[src/rtl/dtmf_pkg.sv]
package dtmf_pkg;

  localparam int REF_HZ   = 3579545;
  localparam int SEGMENTS = 32;
  localparam int DIV_W    = 8;
  localparam int TONE_W   = 9;

  typedef struct packed {
    logic loadCode;
    logic toneOn;
    logic busy;
  } strobes_t;

  function automatic logic [DIV_W-1:0] termOf(input int hz);
    int tc;
    tc = (REF_HZ + (SEGMENTS / 2) * hz) / (SEGMENTS * hz);
    return DIV_W'(tc);
  endfunction

  function automatic logic [DIV_W-1:0] rowTerm(input logic [1:0] idx);
    case (idx)
      2'd0:    return termOf(697);
      2'd1:    return termOf(770);
      2'd2:    return termOf(852);
      default: return termOf(941);
    endcase
  endfunction

  function automatic logic [DIV_W-1:0] colTerm(input logic [1:0] idx);
    case (idx)
      2'd0:    return termOf(1209);
      2'd1:    return termOf(1336);
      2'd2:    return termOf(1477);
      default: return termOf(1633);
    endcase
  endfunction

  // returns {rowIdx, colIdx}
  function automatic logic [3:0] keyPos(input logic [3:0] code);
    case (code)
      4'd1:    return {2'd0, 2'd0};
      4'd2:    return {2'd0, 2'd1};
      4'd3:    return {2'd0, 2'd2};
      4'd4:    return {2'd1, 2'd0};
      4'd5:    return {2'd1, 2'd1};
      4'd6:    return {2'd1, 2'd2};
      4'd7:    return {2'd2, 2'd0};
      4'd8:    return {2'd2, 2'd1};
      4'd9:    return {2'd2, 2'd2};
      4'd10:   return {2'd3, 2'd1};
      4'd11:   return {2'd3, 2'd0};
      4'd12:   return {2'd3, 2'd2};
      4'd13:   return {2'd0, 2'd3};
      4'd14:   return {2'd1, 2'd3};
      4'd15:   return {2'd2, 2'd3};
      default: return {2'd3, 2'd3};
    endcase
  endfunction

  function automatic logic signed [TONE_W-1:0] quarterSine(input logic [3:0] idx);
    case (idx)
      4'd0:    return 9'sd0;
      4'd1:    return 9'sd20;
      4'd2:    return 9'sd38;
      4'd3:    return 9'sd56;
      4'd4:    return 9'sd71;
      4'd5:    return 9'sd83;
      4'd6:    return 9'sd92;
      4'd7:    return 9'sd98;
      default: return 9'sd100;
    endcase
  endfunction

endpackage

[src/rtl/dtmf_tone_osc.sv]
module dtmf_tone_osc
  import dtmf_pkg::*;
(
  input  logic                     clk,
  input  logic                     rstN,
  input  logic                     restart,
  input  logic [DIV_W-1:0]         termCnt,
  output logic signed [TONE_W-1:0] sample
);

  logic [DIV_W-1:0] divCnt;
  logic [4:0]       phase;
  logic [3:0]       fwdIdx;
  logic [3:0]       mirIdx;
  logic signed [TONE_W-1:0] mag;

  always_ff @(posedge clk) begin
    if (!rstN || restart) begin
      divCnt <= '0;
      phase  <= '0;
    end else if (divCnt == termCnt - DIV_W'(1)) begin
      divCnt <= '0;
      phase  <= phase + 5'd1;
    end else begin
      divCnt <= divCnt + DIV_W'(1);
    end
  end

  always_comb begin
    fwdIdx = {1'b0, phase[2:0]};
    mirIdx = 4'd8 - fwdIdx;
    mag    = quarterSine(phase[3] ? mirIdx : fwdIdx);
    sample = phase[4] ? -mag : mag;
  end

endmodule

[src/rtl/dtmf_ctrl.sv]
module dtmf_ctrl
  import dtmf_pkg::*;
#(
  parameter int TICK_DIV    = 3580,
  parameter int BURST_TICKS = 51
) (
  input  logic       clk,
  input  logic       rstN,
  input  logic [3:0] codeIn,
  input  logic       codeWr,
  input  logic       toneEn,
  input  logic       burstEn,
  input  logic       cpMode,
  output strobes_t   strb,
  output logic [3:0] codeLatch,
  output logic       txReady
);

  localparam int PRE_W  = (TICK_DIV > 2) ? $clog2(TICK_DIV) : 1;
  localparam int TICK_W = $clog2(2 * BURST_TICKS + 1);
  localparam logic [PRE_W-1:0]  PRE_LAST   = PRE_W'(TICK_DIV - 1);
  localparam logic [TICK_W-1:0] SHORT_LAST = TICK_W'(BURST_TICKS - 1);
  localparam logic [TICK_W-1:0] LONG_LAST  = TICK_W'(2 * BURST_TICKS - 1);

  typedef enum logic [1:0] {ST_IDLE, ST_BURST, ST_PAUSE} burstState_t;

  burstState_t       state;
  logic [PRE_W-1:0]  preCnt;
  logic [TICK_W-1:0] tickCnt;
  logic              longSel;
  logic [TICK_W-1:0] lastTick;
  logic              accept;

  always_comb begin
    lastTick      = longSel ? LONG_LAST : SHORT_LAST;
    accept        = codeWr && (!burstEn || state == ST_IDLE);
    strb.loadCode = accept;
    strb.toneOn   = toneEn && (!burstEn || state == ST_BURST);
    strb.busy     = (state != ST_IDLE);
  end

  always_ff @(posedge clk) begin
    if (!rstN) begin
      codeLatch <= '0;
    end else if (accept) begin
      codeLatch <= codeIn;
    end
  end

  always_ff @(posedge clk) begin
    if (!rstN) begin
      state   <= ST_IDLE;
      preCnt  <= '0;
      tickCnt <= '0;
      longSel <= 1'b0;
      txReady <= 1'b0;
    end else begin
      txReady <= 1'b0;
      if (!burstEn) begin
        state <= ST_IDLE;
      end else begin
        case (state)
          ST_IDLE: begin
            if (codeWr) begin
              state   <= ST_BURST;
              preCnt  <= '0;
              tickCnt <= '0;
              longSel <= cpMode;
            end
          end
          default: begin
            if (preCnt == PRE_LAST) begin
              preCnt <= '0;
              if (tickCnt == lastTick) begin
                tickCnt <= '0;
                if (state == ST_BURST) begin
                  state <= ST_PAUSE;
                end else begin
                  state   <= ST_IDLE;
                  txReady <= 1'b1;
                end
              end else begin
                tickCnt <= tickCnt + TICK_W'(1);
              end
            end else begin
              preCnt <= preCnt + PRE_W'(1);
            end
          end
        endcase
      end
    end
  end

endmodule

[src/rtl/dtmf_datapath.sv]
module dtmf_datapath
  import dtmf_pkg::*;
#(
  parameter int SAMPLE_W = 10
) (
  input  logic                       clk,
  input  logic                       rstN,
  input  strobes_t                   strb,
  input  logic [3:0]                 codeLatch,
  input  logic                       singleTone,
  input  logic                       colSel,
  output logic signed [SAMPLE_W-1:0] sampleOut
);

  localparam int NUM_OSC = 2;
  localparam int MW      = SAMPLE_W + 3;

  logic [3:0]               pos;
  logic [DIV_W-1:0]         termCnt [NUM_OSC];
  logic signed [TONE_W-1:0] toneSmp [NUM_OSC];
  logic signed [MW-1:0]     rowWide;
  logic signed [MW-1:0]     colWide;
  logic signed [MW-1:0]     colScaled;
  logic signed [MW-1:0]     mixed;

  assign pos = keyPos(codeLatch);

  for (genvar g = 0; g < NUM_OSC; g++) begin : g_osc
    if (g == 0) begin : g_row
      assign termCnt[g] = rowTerm(pos[3:2]);
    end else begin : g_col
      assign termCnt[g] = colTerm(pos[1:0]);
    end
    dtmf_tone_osc i_osc (
      .clk    (clk),
      .rstN   (rstN),
      .restart(strb.loadCode),
      .termCnt(termCnt[g]),
      .sample (toneSmp[g])
    );
  end

  always_comb begin
    rowWide   = MW'(toneSmp[0]);
    colWide   = MW'(toneSmp[1]);
    colScaled = ((colWide <<< 2) + colWide) >>> 2;
    if (singleTone) begin
      mixed = colSel ? colScaled : rowWide;
    end else begin
      mixed = rowWide + colScaled;
    end
  end

  always_ff @(posedge clk) begin
    if (!rstN) begin
      sampleOut <= '0;
    end else begin
      sampleOut <= strb.toneOn ? SAMPLE_W'(mixed) : '0;
    end
  end

endmodule

[src/rtl/dtmf_burst_gen.sv]
module dtmf_burst_gen
  import dtmf_pkg::*;
#(
  parameter int TICK_DIV    = 3580,
  parameter int BURST_TICKS = 51,
  parameter int SAMPLE_W    = 10
) (
  input  logic                       clk,
  input  logic                       rstN,
  input  logic [3:0]                 codeIn,
  input  logic                       codeWr,
  input  logic                       toneEn,
  input  logic                       burstEn,
  input  logic                       cpMode,
  input  logic                       singleTone,
  input  logic                       colSel,
  output logic signed [SAMPLE_W-1:0] sampleOut,
  output logic                       txReady
);

  strobes_t   strb;
  logic [3:0] codeLatch;

  dtmf_ctrl #(
    .TICK_DIV   (TICK_DIV),
    .BURST_TICKS(BURST_TICKS)
  ) i_ctrl (
    .clk      (clk),
    .rstN     (rstN),
    .codeIn   (codeIn),
    .codeWr   (codeWr),
    .toneEn   (toneEn),
    .burstEn  (burstEn),
    .cpMode   (cpMode),
    .strb     (strb),
    .codeLatch(codeLatch),
    .txReady  (txReady)
  );

  dtmf_datapath #(
    .SAMPLE_W(SAMPLE_W)
  ) i_datapath (
    .clk       (clk),
    .rstN      (rstN),
    .strb      (strb),
    .codeLatch (codeLatch),
    .singleTone(singleTone),
    .colSel    (colSel),
    .sampleOut (sampleOut)
  );

endmodule

[config.mk]
export PLATFORM = sky130hd
export DESIGN_NAME = dtmf_burst_gen
export DESIGN_NICKNAME = d
export VERILOG_FILES = /design/src/rtl/dtmf_pkg.sv /design/src/rtl/dtmf_tone_osc.sv /design/src/rtl/dtmf_ctrl.sv /design/src/rtl/dtmf_datapath.sv /design/src/rtl/dtmf_burst_gen.sv
export SDC_FILE = /design/constraint.sdc
export NUM_CORES = 1
export LEC_CHECK = 0
export BUFFER_PORTS_ARGS = -buffer_cell sky130_fd_sc_hd__clkbuf_2
export CAP_MARGIN = 20
export CORE_ASPECT_RATIO = 1.25
export CORE_MARGIN = 2
export CORE_UTILIZATION = 30
export CTS_CLUSTER_DIAMETER = 120
export DETAILED_ROUTE_END_ITERATION = 16
export RECOVER_POWER = 50
export SLEW_MARGIN = 20
export SYNTH_ARGS = -nofsm -noshare
export SYNTH_HDL_FRONTEND = slang
export SYNTH_SLANG_ARGS = --single-unit
[constraint.sdc]
create_clock -name clk -period 6.2 [get_ports clk]
set_input_delay 1.24 -clock clk [delete_from_list [all_inputs] [get_ports clk]]
set_output_delay 1.24 -clock clk [all_outputs]
set_load 0.02 [all_outputs]
[Word-level counts from Yosys, hierarchy flattened]
Memory sizes are Yosys's and may differ from the RTL's. A register that Yosys moved wholly into a read port is not among the register bits.
Index checks and enable logic that the tools add are counted.
Storage, ports and cells
  output and inout bits: 11
  memories: 3
  bits in registers: 63
  input port bits: 12
  ROM bits: 176
  logic and storage cells: 89
Memory list
  (name not given): depth 16, width 4, rd ports 1, clocked after Yosys merged registers in 1, write ports 0, line dtmf_pkg.sv:40  | case (code)
  (name not given): depth 8, width 7, rd ports 1, clocked after Yosys merged registers in 0, write ports 0, line dtmf_pkg.sv:61  | case (idx)
  (name not given): depth 8, width 7, rd ports 1, clocked after Yosys merged registers in 0, write ports 0, line dtmf_pkg.sv:61
Operators by class
  reductions and logical operators: 21
  bitwise operators: 4
  add/sub/neg operators: 14
  equality and inequality tests: 10
  muxes and demuxes: 26
Operators by type and width (count)
  2-to-1 mux 12 bit: 3
  2-to-1 mux 9 bit: 4
  2-to-1 mux 7 bit: 5
  case mux 8 bit (3 select lines): 1
  2-to-1 mux 10 bit: 2
  negator 9 bit: 2
  adder 8 x 1 -> 8 bit (second input constant): 2
  equality test 8 bit: 2
  2-to-1 mux 4 bit: 4
  subtractor 8 x 1 -> 8 bit (second input constant): 2
  case mux 5 bit (3 select lines): 1
  adder 11 x 9 -> 12 bit: 1
  adder 12 x 1 -> 12 bit (second input constant): 1
  equality test 12 bit (second input constant): 1
  adder 5 x 1 -> 5 bit (second input constant): 2
  adder 9 x 10 -> 10 bit: 1
  2-to-1 mux 2 bit: 5
  AND reduction 3 bit: 3
  subtractor 4 x 3 -> 4 bit (first input constant): 2
  adder 7 x 1 -> 7 bit (second input constant): 1
  equality test 7 bit: 1
  equality test 2 x 1 -> 1 bit (second input constant): 3
  zero test 2 bit: 3
  AND reduction 2 bit: 3
  other kinds (10): 20

[Logic depth before layout (Yosys ltp)]
An unclocked memory read counts as a cell.
  depth in word-level cells: 9
  depth in mapped cells: 27
  mapped depth without buffers: 27

[Cells and area by module]
From an unflattened synthesis, not the netlist that was laid out.
Second synthesis, totals
  cells, all modules: 668
  area total of the unflattened synthesis: 5342.6 um^2
Modules (own cells, without submodules)
  dtmf_datapath: area each 1458.9 um^2, cells an instance 176, instances 1
  dtmf_ctrl: area each 1342.5 um^2, cells an instance 155, instances 1
  dtmf_tone_osc at i_datapath.g_osc[0].i_osc: area each 1281.2 um^2, cells an instance 169, instances 1
  dtmf_tone_osc at i_datapath.g_osc[1].i_osc: area each 1260.0 um^2, cells an instance 168, instances 1

[Worst setup path after synthesis]
OpenSTA, ideal clock, no wires.
  path kind: reg-to-reg
  start: reg i_datapath.g_osc[1].i_osc.phase[0]
  end: reg i_datapath.sampleOut[9]
  stages on the path, launching flop included: 26
  path slack: 1344 ps
  period minus slack after synthesis: 4856 ps
  data arrival time: 4731 ps
  library setup time: 125 ps
  buffers on the path: 0
  path through: dfxtp_1 inv_1 ha_1 and2b_1 o21ai_0 o21ai_0 nand2_1 ha_1 nor2b_1 xnor2_1 ha_1 fa_1 a21o_1 a21oi_1 o21ai_0 o21ai_0 xnor2_1 ha_1 a21oi_1 nand2_1 o21ai_0 nor2_1 a211oi_1 xor2_1 a22oi_1 a21oi_1
On the way
  word-level cells in the longest chain between the ends: 9
  elaborated cells on any way between the ends: 10
  those cells by class: 4 x add/sub; 5 x mux; 1 x memory
RTL lines
  from (decl): line dtmf_tone_osc.sv:12  | logic [4:0] phase;
  from (signal assigned): line dtmf_tone_osc.sv:23  | phase <= phase + 5'd1;
  subtractor 4 x 3 -> 4 bit: line dtmf_tone_osc.sv:31  | mirIdx = 4'd8 - fwdIdx;
  2-to-1 mux 4 bit (*): line dtmf_tone_osc.sv:32  | mag = quarterSine(phase[3] ? mirIdx : fwdIdx);
  memory (8 x 7 bit)
  2-to-1 mux 9 bit (*): line dtmf_pkg.sv:61
  negator 9 bit: line dtmf_tone_osc.sv:33  | sample = phase[4] ? -mag : mag;
  2-to-1 mux 9 bit (*): line dtmf_tone_osc.sv:33
  adder 11 x 9 -> 12 bit (*): line dtmf_datapath.sv:46  | colScaled = ((colWide <<< 2) + colWide) >>> 2;
  adder 9 x 10 -> 10 bit or 2-to-1 mux 10 bit (tied branches): line dtmf_datapath.sv:50, dtmf_datapath.sv:48
  2-to-1 mux 10 bit (*): line dtmf_datapath.sv:47  | if (singleTone) begin
  to (signal assigned): line dtmf_datapath.sv:58  | sampleOut <= strb.toneOn ? SAMPLE_W'(mixed) : '0;
  to (decl): line dtmf_datapath.sv:12  | output logic signed [SAMPLE_W-1:0] sampleOut
Every way passes the cells marked *; elsewhere a longest branch is shown, timed or not.
A chain may end at the register's enable or synchronous reset.

[Final worst setup path]
Ends and elaborated chain as after synthesis.

==> results_dict.tcl <==
set metrics [dict create \
    vias 3900 \
    clock_latency_ps 340 \
    post-route-util_pct 34.56 \
    wire_per_inst_um 11.46 \
    hold_class "register to register" \
    powerDensity_nw_per_um2 199.0 \
    drt_wl_total_mm 9.485 \
    start_util_pct 30.73 \
    syn_inst 595 \
    cp_max_fo 10 \
    gp_congestion 0.8343 \
    core-area_um2 15630 \
    syn_area_um2 4805 \
    place_area_um2 5102 \
    reg2reg_slack_ps 660 \
    power_frac_seq_pct 41.6 \
    rr_endpoint "i_datapath.sampleOut[9]" \
    cts_tree "yes" \
    fin_crit_ps 5539 \
    grt_pass1_wl_mm 16.73 \
    cts_resized 0 \
    layout_common_cells "nor2_1 (79), dfxtp_1 (67), nand2_1 (53)" \
    nNetsFinal 674 \
    r2r_start "i_datapath.g_osc[1].i_osc.phase[0]" \
    fin_crit_sh_pct 89.33 \
    cp-start-kind "register" \
    drc_errors 0 \
    outcome "complete, but fails checks" \
    yosys.area.top_type "dfxtp_1" \
    ys_warn_count 0 \
    num_antenna_cells 0 \
    timing.fmax_mhz 180.5 \
    final_cell_area_um2 5403 \
    die_x_um 117.2 \
    rows 51 \
    worst-setup-path-type "register to register" \
    cts_sinks 67 \
    hold_viol 0 \
    slew_headroom_pct -3.188 \
    final_common_cell "nor2_1" \
    dp_cells 812 \
    grt_remaining_overflow 0 \
    first_global_vias 3740 \
    holdBufCountCts 0 \
    reg2reg_depth 25 \
    violations "capacitance limit, slew limit" \
    power_frac_clock_pct 51.8 \
    crit_path_end "i_datapath.sampleOut[9]" \
    fin_worst_skew_ps 6.973 \
    worst_slew_pin_slew_ps 1509 \
    setup_viol 0 \
    rsz0062_at_grt "no" \
    die_h_um 145.5 \
    synth_cell_type_count 63 \
    cts-htree-levels 3 \
    total_power_mw 1.075 \
    layout.cells.non_filler 828 \
    max_cap_viol_count 1 \
    clkTransAtPathRegs_ps 60 \
    cts.path.max_buffers 2 \
    synth_ff_type "dfxtp_1" \
    numCtsBuffers 9 \
    root_buffer "clkbuf_16" \
    p_sw_share_pct 23.50 \
    grt_start_max_net_pins 21 \
    net-switching-power_uw 252.7 \
    vias_per_cell 4.710 \
    fin_setup_tns_ps 0 \
    combPwrFrac_pct 6.6 \
    postRouteAntennaNets 0 \
    drt_iter0_drc 176 \
    async_reset_ff_share_pct 0 \
    pin_count 23 \
    yosysSeqAreaShare_pct 27.92 \
    yosys-top-cells-area "dfxtp_1 (28%), ha_1 (13%), nor2_1 (6.2%)" \
    crit_start "i_datapath.g_osc[1].i_osc.phase[0]" \
    synth_seq_cells 67 \
    p_leak_nw 2.267 \
    fin_ws_ps 661.3 \
    place_worst_setup_slack_ps 746.1 \
    holdWs_ps 467.2 \
    syn2layout_area_growth_pct 12.45 \
    drtPass1Iterations 4 \
    setup.worst_path.end_class "register" \
    synth_nets 658 \
    cp.required_ps 6460 \
    drive_above_1_share_pct 6.981 \
    antenna_found_initial 0 \
    synthDominantCellAreaShare_pct 27.92 \
    post_cts_buffers 0 \
    critPathArrivalTime_ps 5800 \
    power.internal_uw 822.6 \
    io_buffers 22 \
    ir_worst_vdd_v 0.0001597 \
    hpwl_mm 7.321 \
    grtUsageTotal_pct 11.80 \
    synth-edff-count 0 \
    syn-mean-instance-area_um2 8.075 \
    fp.dieArea_um2 17050 \
    final_max_slew_viol_count 6 \
]
-- worst min path at each step --
stage,startpoint,end,depth (start not counted)
2_1_floorplan,i_ctrl.preCnt[8],i_ctrl.preCnt[8],2
3_3_place_gp,i_ctrl.preCnt[8],i_ctrl.preCnt[8],2
3_5_place_dp,i_ctrl.preCnt[8],i_ctrl.preCnt[8],2
4_1_cts,i_ctrl.preCnt[8],i_ctrl.preCnt[8],2
5_1_grt,i_ctrl.preCnt[8],i_ctrl.preCnt[8],2
6_report,i_ctrl.preCnt[8],i_ctrl.preCnt[8],2
-- routing by layer --
| metal | global-route usage, % | wire length, um | up-vias | part of all wire (%) |
|---|---|---|---|---|
| met1 | 14.76 | 4464 | 1759 | 47 |
| met4 | 3.529 | 146 | 0 | 1.5 |
| met5 | 0 | 0 | - | 0 |
| li1 | - | - | 2074 | - |
| met2 | 20.03 | 4571 | 49 | 48 |
| met3 | 2.541 | 302 | 18 | 3.2 |
-- sequential cells by signal, summed over array words and instances, names as in the netlist --
name	count
i_datapath.g_osc.i_osc.phase	10
i_ctrl.tickCnt	7
i_ctrl.codeLatch	4
i_ctrl.state	2
i_ctrl.txReady	1
i_ctrl.longSel	1
i_datapath.pos	4
i_datapath.sampleOut	10
i_ctrl.preCnt	12
i_datapath.g_osc.i_osc.divCnt	16
-- Yosys cell counts (all sizes together) (2+ instances only) --
library cell  number
inv               35
or3                5
o22ai              2
a31o               2
a21oi             21
nand3             22
dfxtp             67
a211oi             5
and3               9
and3b              2
nand2b             8
nand2             53
a21o               3
a32o               2
nor2b             11
nor2              79
xor2              31
o31ai              2
nand4              8
mux2               3
o21ai             48
mux2i             18
o21a               8
and2               2
nor3              11
buf                6
or2                3
a21boi             8
clkbuf            12
fa                 2
o41ai              2
o211ai             3
nand3b             3
a22oi              3
ha                49
xnor2             29
-- cell type report --
cell class                      count  area [um^2]
Tap cell                          212        265.3
Timing Repair Buffer               23        102.6
Sequential cell                    67         1341
Multi-Input combinational cell    475         3241
Clock inverter                      7        96.34
Clock buffer                        9        225.2
Inverter                           35        131.4
Fill cell                        1688        10230
-- power groups by stage --
stage                     Sequential (mW)  Clock, mW  Combinational, mW
final                               0.448      0.557             0.0704
after global routing                0.449      0.589             0.0817
after CTS                           0.448      0.572             0.0719
after detailed placement            0.457          0             0.0716
after global placement              0.457          0             0.0715
after floorplan                     0.456          0             0.0541
-- cell families (layout without fill, tap and decap cells) --
kind of cell | after synthesis | after routing | synth area share, %
flip-flops | 67 | 67 | 27.92
AND/OR/NAND/NOR | 224 | 224 | 22.34
AO/OA/AOI/OAI | 119 | 119 | 16.25
XOR/XNOR | 60 | 60 | 10.94
adder cells (fa/ha/maj) | 51 | 51 | 13.59
multiplexers | 21 | 21 | 4.453
buffers and inverters | 53 | 74 | 4.505
-- worst max-delay path, stage by stage, from the launching register on --
cell and delay [ps]:
dfxtp_1 510, inv_1 150, ha_1 220, and2b_1 200
o21ai_0 100, o21ai_0 520, nand2_1 160, ha_1 230
nor2b_1 150, xnor2_1 120, ha_1 230, fa_1 410
a21o_1 170, a21oi_1 200, o21ai_0 130, o21ai_0 120
xnor2_1 180, ha_1 310, a21oi_1 190, nand2_1 60
o21ai_0 270, nor2_1 90, a211oi_1 330, xor2_1 180
a22oi_1 80, a21oi_1 150
(Power assumes the default switching activity.)
